===== config.mk =====
export PLATFORM = sky130hd
export DESIGN_NAME = pg_gate_top
export DESIGN_NICKNAME = d
export VERILOG_FILES = /design/src/rtl/pg_pkg.sv /design/src/rtl/pg_sync.sv /design/src/rtl/pg_recovery.sv /design/src/rtl/pg_bus_gate.sv /design/src/rtl/pg_gate_top.sv
export SDC_FILE = /design/constraint.sdc
export NUM_CORES = 1
export LEC_CHECK = 0
export BUFFER_PORTS_ARGS = -buffer_cell sky130_fd_sc_hd__buf_4
export CAP_MARGIN = 20
export CORE_ASPECT_RATIO = 1.2
export CORE_MARGIN = 2
export CORE_UTILIZATION = 40
export DETAILED_ROUTE_END_ITERATION = 12
export GPL_TIMING_DRIVEN = 0
export HOLD_SLACK_MARGIN = 0.15
export PLACE_DENSITY = 0.69
export SLEW_MARGIN = 20
export SYNTH_ARGS = -nofsm -noshare
export SYNTH_HDL_FRONTEND = slang
export SYNTH_SLANG_ARGS = --single-unit

===== constraint.sdc =====
create_clock -name clk_i -period 3.3 [get_ports clk_i]
set_input_delay 0.66 -clock clk_i [delete_from_list [all_inputs] [get_ports clk_i]]
set_output_delay 0.66 -clock clk_i [all_outputs]
set_load 0.005 [all_outputs]

===== src/rtl/pg_pkg.sv =====
package pg_pkg;
   // Two flops are the minimum for metastability settling on a flag.
   localparam int unsigned MIN_SYNC = 2;

   // Write cycle tracker states
   typedef enum logic [1:0] {
      WT_IDLE  = 2'd0,
      WT_CLEAN = 2'd1,
      WT_SPOIL = 2'd2
   } wr_state_t;

   // Counter width needed to hold 0..n
   function automatic int unsigned cnt_width(input int unsigned n);
      return (n < 2) ? 1 : $clog2(n + 1);
   endfunction
endpackage


===== src/rtl/pg_sync.sv =====
module pg_sync #(
   parameter int unsigned W      = 2,
   parameter int unsigned STAGES = 2
) (
   input  logic         clk_i,
   input  logic         rst_ni,
   input  logic [W-1:0] d_i,
   output logic [W-1:0] q_o
);
   logic [W-1:0] stg [STAGES];

   for (genvar g = 0; g < STAGES; g++) begin : g_stage
      if (g == 0) begin : g_first
         always_ff @(posedge clk_i or negedge rst_ni) begin
            if (!rst_ni) stg[g] <= '0;
            else         stg[g] <= d_i;
         end
      end else begin : g_next
         always_ff @(posedge clk_i or negedge rst_ni) begin
            if (!rst_ni) stg[g] <= '0;
            else         stg[g] <= stg[g-1];
         end
      end
   end

   assign q_o = stg[STAGES-1];
endmodule


===== src/rtl/pg_recovery.sv =====
module pg_recovery #(
   parameter int unsigned REC_CYCLES = 16
) (
   input  logic clk_i,
   input  logic rst_ni,
   input  logic good_i,
   output logic por_no,
   output logic bkup_en_o
);
   logic por_q;
   logic bkup_q;

   if (REC_CYCLES == 1) begin : g_short
      always_ff @(posedge clk_i or negedge rst_ni) begin
         if (!rst_ni) por_q <= 1'b0;
         else         por_q <= good_i;
      end
   end else begin : g_count
      localparam int unsigned CW = pg_pkg::cnt_width(REC_CYCLES);
      localparam logic [CW-1:0] LAST = CW'(REC_CYCLES - 1);
      logic [CW-1:0] cnt_q;

      always_ff @(posedge clk_i or negedge rst_ni) begin
         if (!rst_ni) begin
            cnt_q <= '0;
            por_q <= 1'b0;
         end else if (!good_i) begin
            cnt_q <= '0;
            por_q <= 1'b0;
         end else if (!por_q) begin
            if (cnt_q == LAST) por_q <= 1'b1;
            else               cnt_q <= cnt_q + 1'b1;
         end
      end
   end

   // Sticky: set by the first good supply, cleared only by rst_ni.
   always_ff @(posedge clk_i or negedge rst_ni) begin
      if (!rst_ni) bkup_q <= 1'b0;
      else         bkup_q <= bkup_q | good_i;
   end

   // Reset drops in the same cycle the synchronized flag drops.
   assign por_no    = por_q & good_i;
   assign bkup_en_o = bkup_q;
endmodule


===== src/rtl/pg_bus_gate.sv =====
module pg_bus_gate #(
   parameter int unsigned ADDR_W = 15,
   parameter int unsigned DATA_W = 8
) (
   input  logic              clk_i,
   input  logic              rst_ni,
   input  logic              good_i,
   input  logic              sel_ni,
   input  logic              oe_ni,
   input  logic              we_ni,
   input  logic [ADDR_W-1:0] addr_i,
   input  logic [DATA_W-1:0] wdata_i,
   input  logic [DATA_W-1:0] rdata_i,
   output logic              mem_rd_o,
   output logic [DATA_W-1:0] rdata_o,
   output logic              commit_o,
   output logic [ADDR_W-1:0] waddr_o,
   output logic [DATA_W-1:0] wdata_o
);
   import pg_pkg::*;

   wr_state_t         st_q, st_d;
   logic              wr_strobe;
   logic              commit_q;
   logic [ADDR_W-1:0] addr_q;
   logic [DATA_W-1:0] data_q;

   assign wr_strobe = ~sel_ni & ~we_ni;

   always_comb begin
      st_d = st_q;
      unique case (st_q)
         WT_IDLE:  if (wr_strobe) st_d = good_i ? WT_CLEAN : WT_SPOIL;
         WT_CLEAN: if (wr_strobe) st_d = good_i ? WT_CLEAN : WT_SPOIL;
                   else           st_d = WT_IDLE;
         WT_SPOIL: if (!wr_strobe) st_d = WT_IDLE;
         default:  st_d = WT_IDLE;
      endcase
   end

   always_ff @(posedge clk_i or negedge rst_ni) begin
      if (!rst_ni) begin
         st_q     <= WT_IDLE;
         commit_q <= 1'b0;
         addr_q   <= '0;
         data_q   <= '0;
      end else begin
         st_q     <= st_d;
         commit_q <= (st_q == WT_CLEAN) & ~wr_strobe & good_i;
         if (wr_strobe && good_i) begin
            addr_q <= addr_i;
            data_q <= wdata_i;
         end
      end
   end

   assign mem_rd_o = good_i & ~sel_ni & ~oe_ni & we_ni;
   assign rdata_o  = mem_rd_o ? rdata_i : '0;
   assign commit_o = commit_q;
   assign waddr_o  = addr_q;
   assign wdata_o  = data_q;
endmodule


===== src/rtl/pg_gate_top.sv =====
module pg_gate_top #(
   parameter int unsigned ADDR_W      = 15,
   parameter int unsigned DATA_W      = 8,
   parameter int unsigned SYNC_STAGES = 2,
   parameter int unsigned REC_CYCLES  = 4375000
) (
   input  logic              clk_i,
   input  logic              rst_ni,
   input  logic              vok_wp_i,
   input  logic              vok_so_i,
   input  logic              sel_ni,
   input  logic              oe_ni,
   input  logic              we_ni,
   input  logic [ADDR_W-1:0] addr_i,
   input  logic [DATA_W-1:0] wdata_i,
   input  logic [DATA_W-1:0] rdata_i,
   output logic              mem_rd_o,
   output logic [DATA_W-1:0] rdata_o,
   output logic              mem_commit_o,
   output logic [ADDR_W-1:0] mem_waddr_o,
   output logic [DATA_W-1:0] mem_wdata_o,
   output logic              por_no,
   output logic              on_batt_o,
   output logic              batt_sel_o,
   output logic              bkup_en_o
);
   localparam int unsigned FLAG_W = 2;

   if (SYNC_STAGES < pg_pkg::MIN_SYNC) begin : g_chk_sync
      $error("pg_gate_top: SYNC_STAGES below minimum");
   end
   if (REC_CYCLES < 1) begin : g_chk_rec
      $error("pg_gate_top: REC_CYCLES must be at least 1");
   end
   if (ADDR_W < 1 || DATA_W < 1) begin : g_chk_width
      $error("pg_gate_top: bus widths must be non-zero");
   end

   logic [FLAG_W-1:0] flags_s;
   logic              pwr_good_s;
   logic              so_good_s;

   pg_sync #(.W(FLAG_W), .STAGES(SYNC_STAGES)) u_sync (
      .clk_i  (clk_i),
      .rst_ni (rst_ni),
      .d_i    ({vok_so_i, vok_wp_i}),
      .q_o    (flags_s)
   );

   assign pwr_good_s = flags_s[0];
   assign so_good_s  = flags_s[1];

   pg_recovery #(.REC_CYCLES(REC_CYCLES)) u_rec (
      .clk_i     (clk_i),
      .rst_ni    (rst_ni),
      .good_i    (pwr_good_s),
      .por_no    (por_no),
      .bkup_en_o (bkup_en_o)
   );

   pg_bus_gate #(.ADDR_W(ADDR_W), .DATA_W(DATA_W)) u_gate (
      .clk_i    (clk_i),
      .rst_ni   (rst_ni),
      .good_i   (pwr_good_s),
      .sel_ni   (sel_ni),
      .oe_ni    (oe_ni),
      .we_ni    (we_ni),
      .addr_i   (addr_i),
      .wdata_i  (wdata_i),
      .rdata_i  (rdata_i),
      .mem_rd_o (mem_rd_o),
      .rdata_o  (rdata_o),
      .commit_o (mem_commit_o),
      .waddr_o  (mem_waddr_o),
      .wdata_o  (mem_wdata_o)
   );

   assign on_batt_o  = ~so_good_s;
   assign batt_sel_o = on_batt_o & bkup_en_o;
endmodule


==> results of run 1 <==
-- sequential cells by signal, summed over array words and instances, names as in the netlist --
register             cells
u_rec.g_count.cnt_q     23
u_gate.waddr_o          15
u_gate.wdata_o           8
u_gate.st_q              2
u_sync.q_o               2
u_sync.stg               2
u_gate.commit_o          1
u_rec.bkup_en_o          1
u_rec.por_q              1
-- worst register-to-register path, cell delays in order, from the launching register on --
cell	delay (ns)
dfrtp_1	0.45
ha_1	0.20
nand4_1	0.17
or3_2	0.51
or4_1	0.49
a21oi_1	0.15
-- cells in the final DEF (no fill, tap or decap), types with 7 or more instances in the layout --
cell type and count:
buf_4 75, mux2_2 23, o21ai_0 7, and2_1 11
nand2_1 11, nor2_1 13, a21oi_1 10, xnor2_1 7
nand3_1 8, dfrtp_1 55
-- power by group through the flow --
stage	Sequential, mW	Combinational [mW]	Clock, mW
3_5_place_dp	0.780	0.228	0
6_report	0.767	0.222	0.388
2_1_floorplan	0.781	0.0709	0
3_3_place_gp	0.777	0.223	0
4_1_cts	0.768	0.228	0.399
5_1_grt	0.777	0.245	0.424
-- stage by stage --
step / std cells / hold WS (ns) / setup WS [ns] / util (%)
CTS: 381 / 0.3598 / 0.6149 / 53.87
floorplan: 218 / 0.3312 / 1.051 / -
detailed placement: 374 / 0.3371 / 0.6692 / 52.36
finish: 381 / 0.3570 / 0.6164 / 53.87
global route: 381 / 0.3704 / 0.3842 / 53.87
global placement: 374 / 0.3341 / 0.7183 / 52.36
-- metal layers --
layer | up-vias | share of wire, %
met5 | - | 0
met4 | 0 | 1.2
met3 | 5 | 7.3
met2 | 66 | 50
met1 | 939 | 41
li1 | 950 | -
-- kinds of logic after synthesis --
group | after synthesis | share of synthesized area (%)
mux | 26 | 11.52
xor+xnor | 9 | 3.141
flops | 55 | 54.84
fa+ha+maj | 2 | 0.9968
compound gates | 27 | 6.580
simple gates | 86 | 20.39
buf+inv | 13 | 2.542
-- worst paths after layout --
kind / depth (start not counted) / end
worst max-delay path: 4 / rdata_o[6]
worst min-delay path: 0 / u_sync.q_o[1]$_DFF_PN0_
worst max register to register: 5 / u_rec.g_count.cnt_q[18]$_DFFE_PN0P_
worst min register to register: 0 / u_sync.q_o[1]$_DFF_PN0_
max in group asynchronous: 1 / u_rec.g_count.cnt_q[18]$_DFFE_PN0P_
min in group asynchronous: 1 / u_rec.g_count.cnt_q[14]$_DFFE_PN0P_
-- area by class of cell --
type	count	area, sq um	area share (%)
Sequential cell	55	1376	42.23
Multi-Input combinational cell	150	1070	32.82
Timing Repair Buffer	74	555.5	17.04
Tap cell	82	102.6	3.148
Clock buffer	6	82.58	2.534
Buffer	9	48.80	1.497
Inverter	4	15.01	0.4607
Clock inverter	1	8.758	0.2687
==> flow_metrics.py, run 1 <==
metrics = {
    "die": {
        "io_pins": 75,
        "rows": 31,
        "coreArea_sq_um": 6051,
        "die_height_um": 90.78,
        "initial_core_util_pct": 41.48,
        "die_w_um": 76.31,
        "dieArea_sq_um": 6927,
    },
    "synthesis": {
        "ys_ff_latch": 55,
        "synthTopCellsByArea": "dfrtp_1 55%, mux2_2 10%, and2_1 2.7%, xnor2_1 2.4%, a21oi_1 2.0%",
        "yosysUniqueCellTypes": 41,
        "ys_top_cells_by_count": "55 x dfrtp_1, 23 x mux2_2, 13 x nor2_1, 11 x and2_1, 11 x nand2_1",
        "synth_warnings": 0,
        "synth_top_area_share_pct": 54.84,
        "syn_inst": 218,
        "synth_nets": 258,
        "yosysSeqAreaShare_pct": 54.84,
        "synth_edf_count": 0,
        "synth.most_common_cell": "dfrtp_1",
        "ys_async_sr_fraction_pct": 100.0,
        "synth_top_area_cell": "dfrtp_1",
        "avgSynthCellArea_sq_um": 11.51,
        "syn_area_sq_um": 2510,
        "synth-main-ff-cell": "dfrtp_1",
    },
    "routing": {
        "drt_iter0_drc": 99,
        "drc_errors": 0,
        "vias": 1960,
        "wl_per_cell_um": 14.22,
        "wl_um": 5419,
        "ant_nets": 0,
        "firstDrtPassIters": 4,
        "avgViaCountPerCell": 5.144,
    },
    "grt": {
        "grt_max_degree": 56,
        "antenna_found_initial": 0,
        "grt_use_met1_pct": 19.96,
        "track_usage_pct": 16.93,
        "use_met3_pct": 5.400,
        "grt_pass1_vias": 2141,
        "use_met2_pct": 28.98,
        "globalRouteOverflowTotal": 0,
        "grt_pass1_wl_um": 9639,
        "grt-busiest-layer": "met2",
    },
    "clock_network": {
        "max-clock-path-buffers": 2,
        "cts_resized": 0,
        "cts_tree": "yes",
        "clk_latency_ns": 0.31,
        "clock_sink_count": 55,
        "postCtsHoldBufs": 0,
        "htreeDepth": 2,
        "numCtsBuffers": 5,
        "clk_pin_slew_worst_paths_ns": 0.09,
        "cts_root_buf": "clkbuf_8",
        "post_cts_buffers": 0,
    },
    "placed_design": {
        "postPlaceCellArea_sq_um": 3168,
        "portBuffers": 74,
        "hpwlAfterDp_um": 3982,
        "gp_congestion": 0.7982,
    },
    "worst_setup_path": {
        "r2r_start": "u_rec.g_count.cnt_q[0]$_DFFE_PN0P_",
        "arrival_ns": 2.02,
        "crit_path_max_incr_delay_ns": 0.89,
        "crit_path_max_fanout": 9,
        "crit_path_start": "u_sync.q_o[0]$_DFF_PN0_",
        "cp_slowest_cell": "nor4b_1",
        "crit_type": "reg -> out",
        "critPathTopFamily": "simple AND/OR/NAND/NOR gates",
        "end_kind": "output pin",
        "crit_required_ns": 2.64,
        "startpoint_type": "flop",
        "critPathBufInv": 2,
        "crit_chain": "inv_1 > nor4b_1 > and2_1 > buf_4",
        "reg2reg_slack_ns": 1.26,
    },
    "sta": {
        "period_needed_ns": 2.684,
        "finalMaxSlewViolations": 0,
        "finalHoldViolCount": 0,
        "final.setup.tns_ns": 0,
        "max_slew_margin_pct": 31.88,
        "grt_setup_unrepaired": "no",
        "tightest_slew_ns": 1.008,
        "fin_crit_sh_pct": 81.32,
        "skew_ns": 0.01630,
        "setup_viol": 0,
        "fmax_mhz": 372.6,
    },
    "power_and_ir_drop": {
        "p_sw_mw": 0.3310,
        "powerDensity_nw_per_um2": 422.6,
        "pwr-share-clk_pct": 28.1,
        "pwr-share-comb_pct": 16.1,
        "finalPower_mw": 1.377,
        "switching_share_pct": 24.03,
        "leakage_nw": 1.479,
        "ir_drop_v": 0.0003352,
        "seq_power_share_pct": 55.7,
        "intPower_mw": 1.046,
    },
    "min_path": {
        "min_from": "u_sync.stg[3]$_DFF_PN0_",
        "hold_class": "reg -> reg",
    },
    "final_layout": {
        "fin_nets": 339,
        "fillers": 587,
        "diodes": 0,
        "design_area_sq_um": 3259,
        "area_growth_pct": 29.86,
        "drive_gt1_share_pct": 38.80,
    },
    "job": {
        "cap_viol_max_count": 0,
    },
    "run_status": {
        "outcome": "finished, final reports clean",
    },
}
(Power assumes the default switching activity.)
==> run 2, diff against run 1 <==
- clock period: 3.3 -> 2.8 ns (I/O delays scaled with it)
==> flow_metrics.py, run 2 (same netlist as run 1, synthesis figures left out) <==
metrics = {
    "run_status": {
        "outcome": "finished, final reports clean",
    },
    "worst_setup_path": {
        "crit_path_start": "u_sync.q_o[0]$_DFF_PN0_",
        "crit_type": "reg -> out",
        "reg2reg_depth": 5,
        "startpoint_type": "flop",
        "end_kind": "output pin",
        "r2r_start": "u_rec.g_count.cnt_q[0]$_DFFE_PN0P_",
        "arrival_ns": 1.68,
        "crit_required_ns": 2.24,
        "crit_path_max_fanout": 9,
    },
    "sta": {
        "tightest_slew_ns": 0.6932,
        "timing.final.ws_setup_ns": 0.5576,
        "finalHoldViolCount": 0,
        "setup_viol": 0,
        "skew_ns": 0.01609,
        "finalMaxSlewViolations": 0,
        "final.setup.tns_ns": 0,
        "grt_setup_unrepaired": "no",
        "max_slew_margin_pct": 53.79,
        "fmax_mhz": 446.0,
        "fin_crit_sh_pct": 80.09,
        "period_needed_ns": 2.242,
        "timing.hold.ws_ns": 0.2947,
    },
    "job": {
        "cap_viol_max_count": 0,
    },
    "clock_network": {
        "clk_latency_ns": 0.31,
        "clock_sink_count": 55,
        "post_cts_buffers": 0,
        "numCtsBuffers": 5,
        "cts_tree": "yes",
        "htreeDepth": 2,
        "max-clock-path-buffers": 2,
        "clk_pin_slew_worst_paths_ns": 0.09,
        "cts_resized": 0,
        "cts_root_buf": "clkbuf_8",
        "postCtsHoldBufs": 0,
    },
    "final_layout": {
        "area_growth_pct": 30.11,
        "fin_nets": 339,
        "largest_register_ff_count": 23,
        "fin_cells": 381,
        "top_register": "u_rec.g_count.cnt_q",
        "drive_gt1_share_pct": 39.13,
        "final_common_cell": "buf_4",
        "final_cell_mix": "75 x buf_4, 55 x dfrtp_1, 23 x mux2_2",
        "utilization_pct": 53.97,
        "diodes": 0,
        "fillers": 587,
    },
    "routing": {
        "vias": 1976,
        "drc_errors": 0,
        "avgViaCountPerCell": 5.186,
        "ant_nets": 0,
        "wl_per_cell_um": 14.26,
        "wl_um": 5434,
        "drt_iter0_drc": 94,
        "firstDrtPassIters": 4,
    },
    "placed_design": {
        "portBuffers": 74,
        "dp_slack_ns": 0.3692,
        "dp_cells": 374,
        "gp_congestion": 0.7982,
        "hpwlAfterDp_um": 3982,
    },
    "grt": {
        "antenna_found_initial": 0,
        "globalRouteOverflowTotal": 0,
        "grt_pass1_wl_um": 9639,
        "grt_max_degree": 56,
        "track_usage_pct": 16.93,
        "grt_pass1_vias": 2141,
    },
    "die": {
        "dieArea_sq_um": 6927,
        "initial_core_util_pct": 41.48,
        "rows": 31,
        "die_height_um": 90.78,
        "coreArea_sq_um": 6051,
        "io_pins": 75,
        "die_w_um": 76.31,
    },
    "power_and_ir_drop": {
        "p_sw_mw": 0.3917,
        "powerDensity_nw_per_um2": 497.6,
        "intPower_mw": 1.233,
        "ir_drop_v": 0.0003956,
        "seq_power_share_pct": 55.7,
        "pwr-share-clk_pct": 28.2,
        "pwr-share-comb_pct": 16.2,
        "switching_share_pct": 24.10,
        "leakage_nw": 1.480,
    },
    "min_path": {
        "hold_class": "in -> async",
    },
}
==> run 2: cell counts in the layout (fill, tap and decap cells not counted) <==
Identical to the previous run, type by type.
==> run 2: power groups by stage <==
stage | logic (mW) | clock network [mW] | registers (mW)
after global placement | 0.262 | 0 | 0.915
after CTS | 0.268 | 0.470 | 0.905
final | 0.263 | 0.458 | 0.905
after floorplan | 0.0836 | 0 | 0.921
after global routing | 0.289 | 0.499 | 0.915
after detailed placement | 0.268 | 0 | 0.919
==> run 2: per-stage QoR <==
stage / total power, mW / instance area, sq um
3_5_place_dp: 1.188 / 3168
3_3_place_gp: 1.178 / 3168
6_report: 1.625 / 3266
5_1_grt: 1.704 / 3266
2_1_floorplan: 1.005 / 2510
4_1_cts: 1.643 / 3259
==> run 2: area by class of cell <==
type | count | area, sq um | share of cell area [%]
well taps | 82 | 102.6 | 3.142
inverters | 4 | 15.01 | 0.4598
clock buffers | 6 | 82.58 | 2.529
repair buffers | 74 | 555.5 | 17.01
plain buffers | 9 | 48.80 | 1.494
flip-flops and latches | 55 | 1376 | 42.15
clock inverters | 1 | 8.758 | 0.2682
multi-input cells | 150 | 1076 | 32.95
==> run 2: routing by layer <==
layer / share of wire, % / wire (um) / GRT usage (%)
met5: 0 / 0 / 0
met4: 1.2 / 63 / 5.909
met3: 7.3 / 399 / 5.400
met2: 51 / 2746 / 28.98
met1: 41 / 2225 / 19.96
==> run 2: critical path, cell delays in order (launching register included) <==
cell and delay [ns]:
dfrtp_1 0.37, inv_1 0.11, nor4b_2 0.57, and2_1 0.22, buf_4 0.11
==> run 2: worst paths after layout <==
kind                            slack (ns)                                   to
worst max-delay path                  0.56                           rdata_o[6]
worst min-delay path                  0.29  u_rec.g_count.cnt_q[14]$_DFFE_PN0P_
worst max register to register        0.76  u_rec.g_count.cnt_q[18]$_DFFE_PN0P_
worst min register to register        0.36              u_sync.q_o[1]$_DFF_PN0_
max in group asynchronous             2.05  u_rec.g_count.cnt_q[17]$_DFFE_PN0P_
min in group clk_i                    0.36              u_sync.q_o[1]$_DFF_PN0_
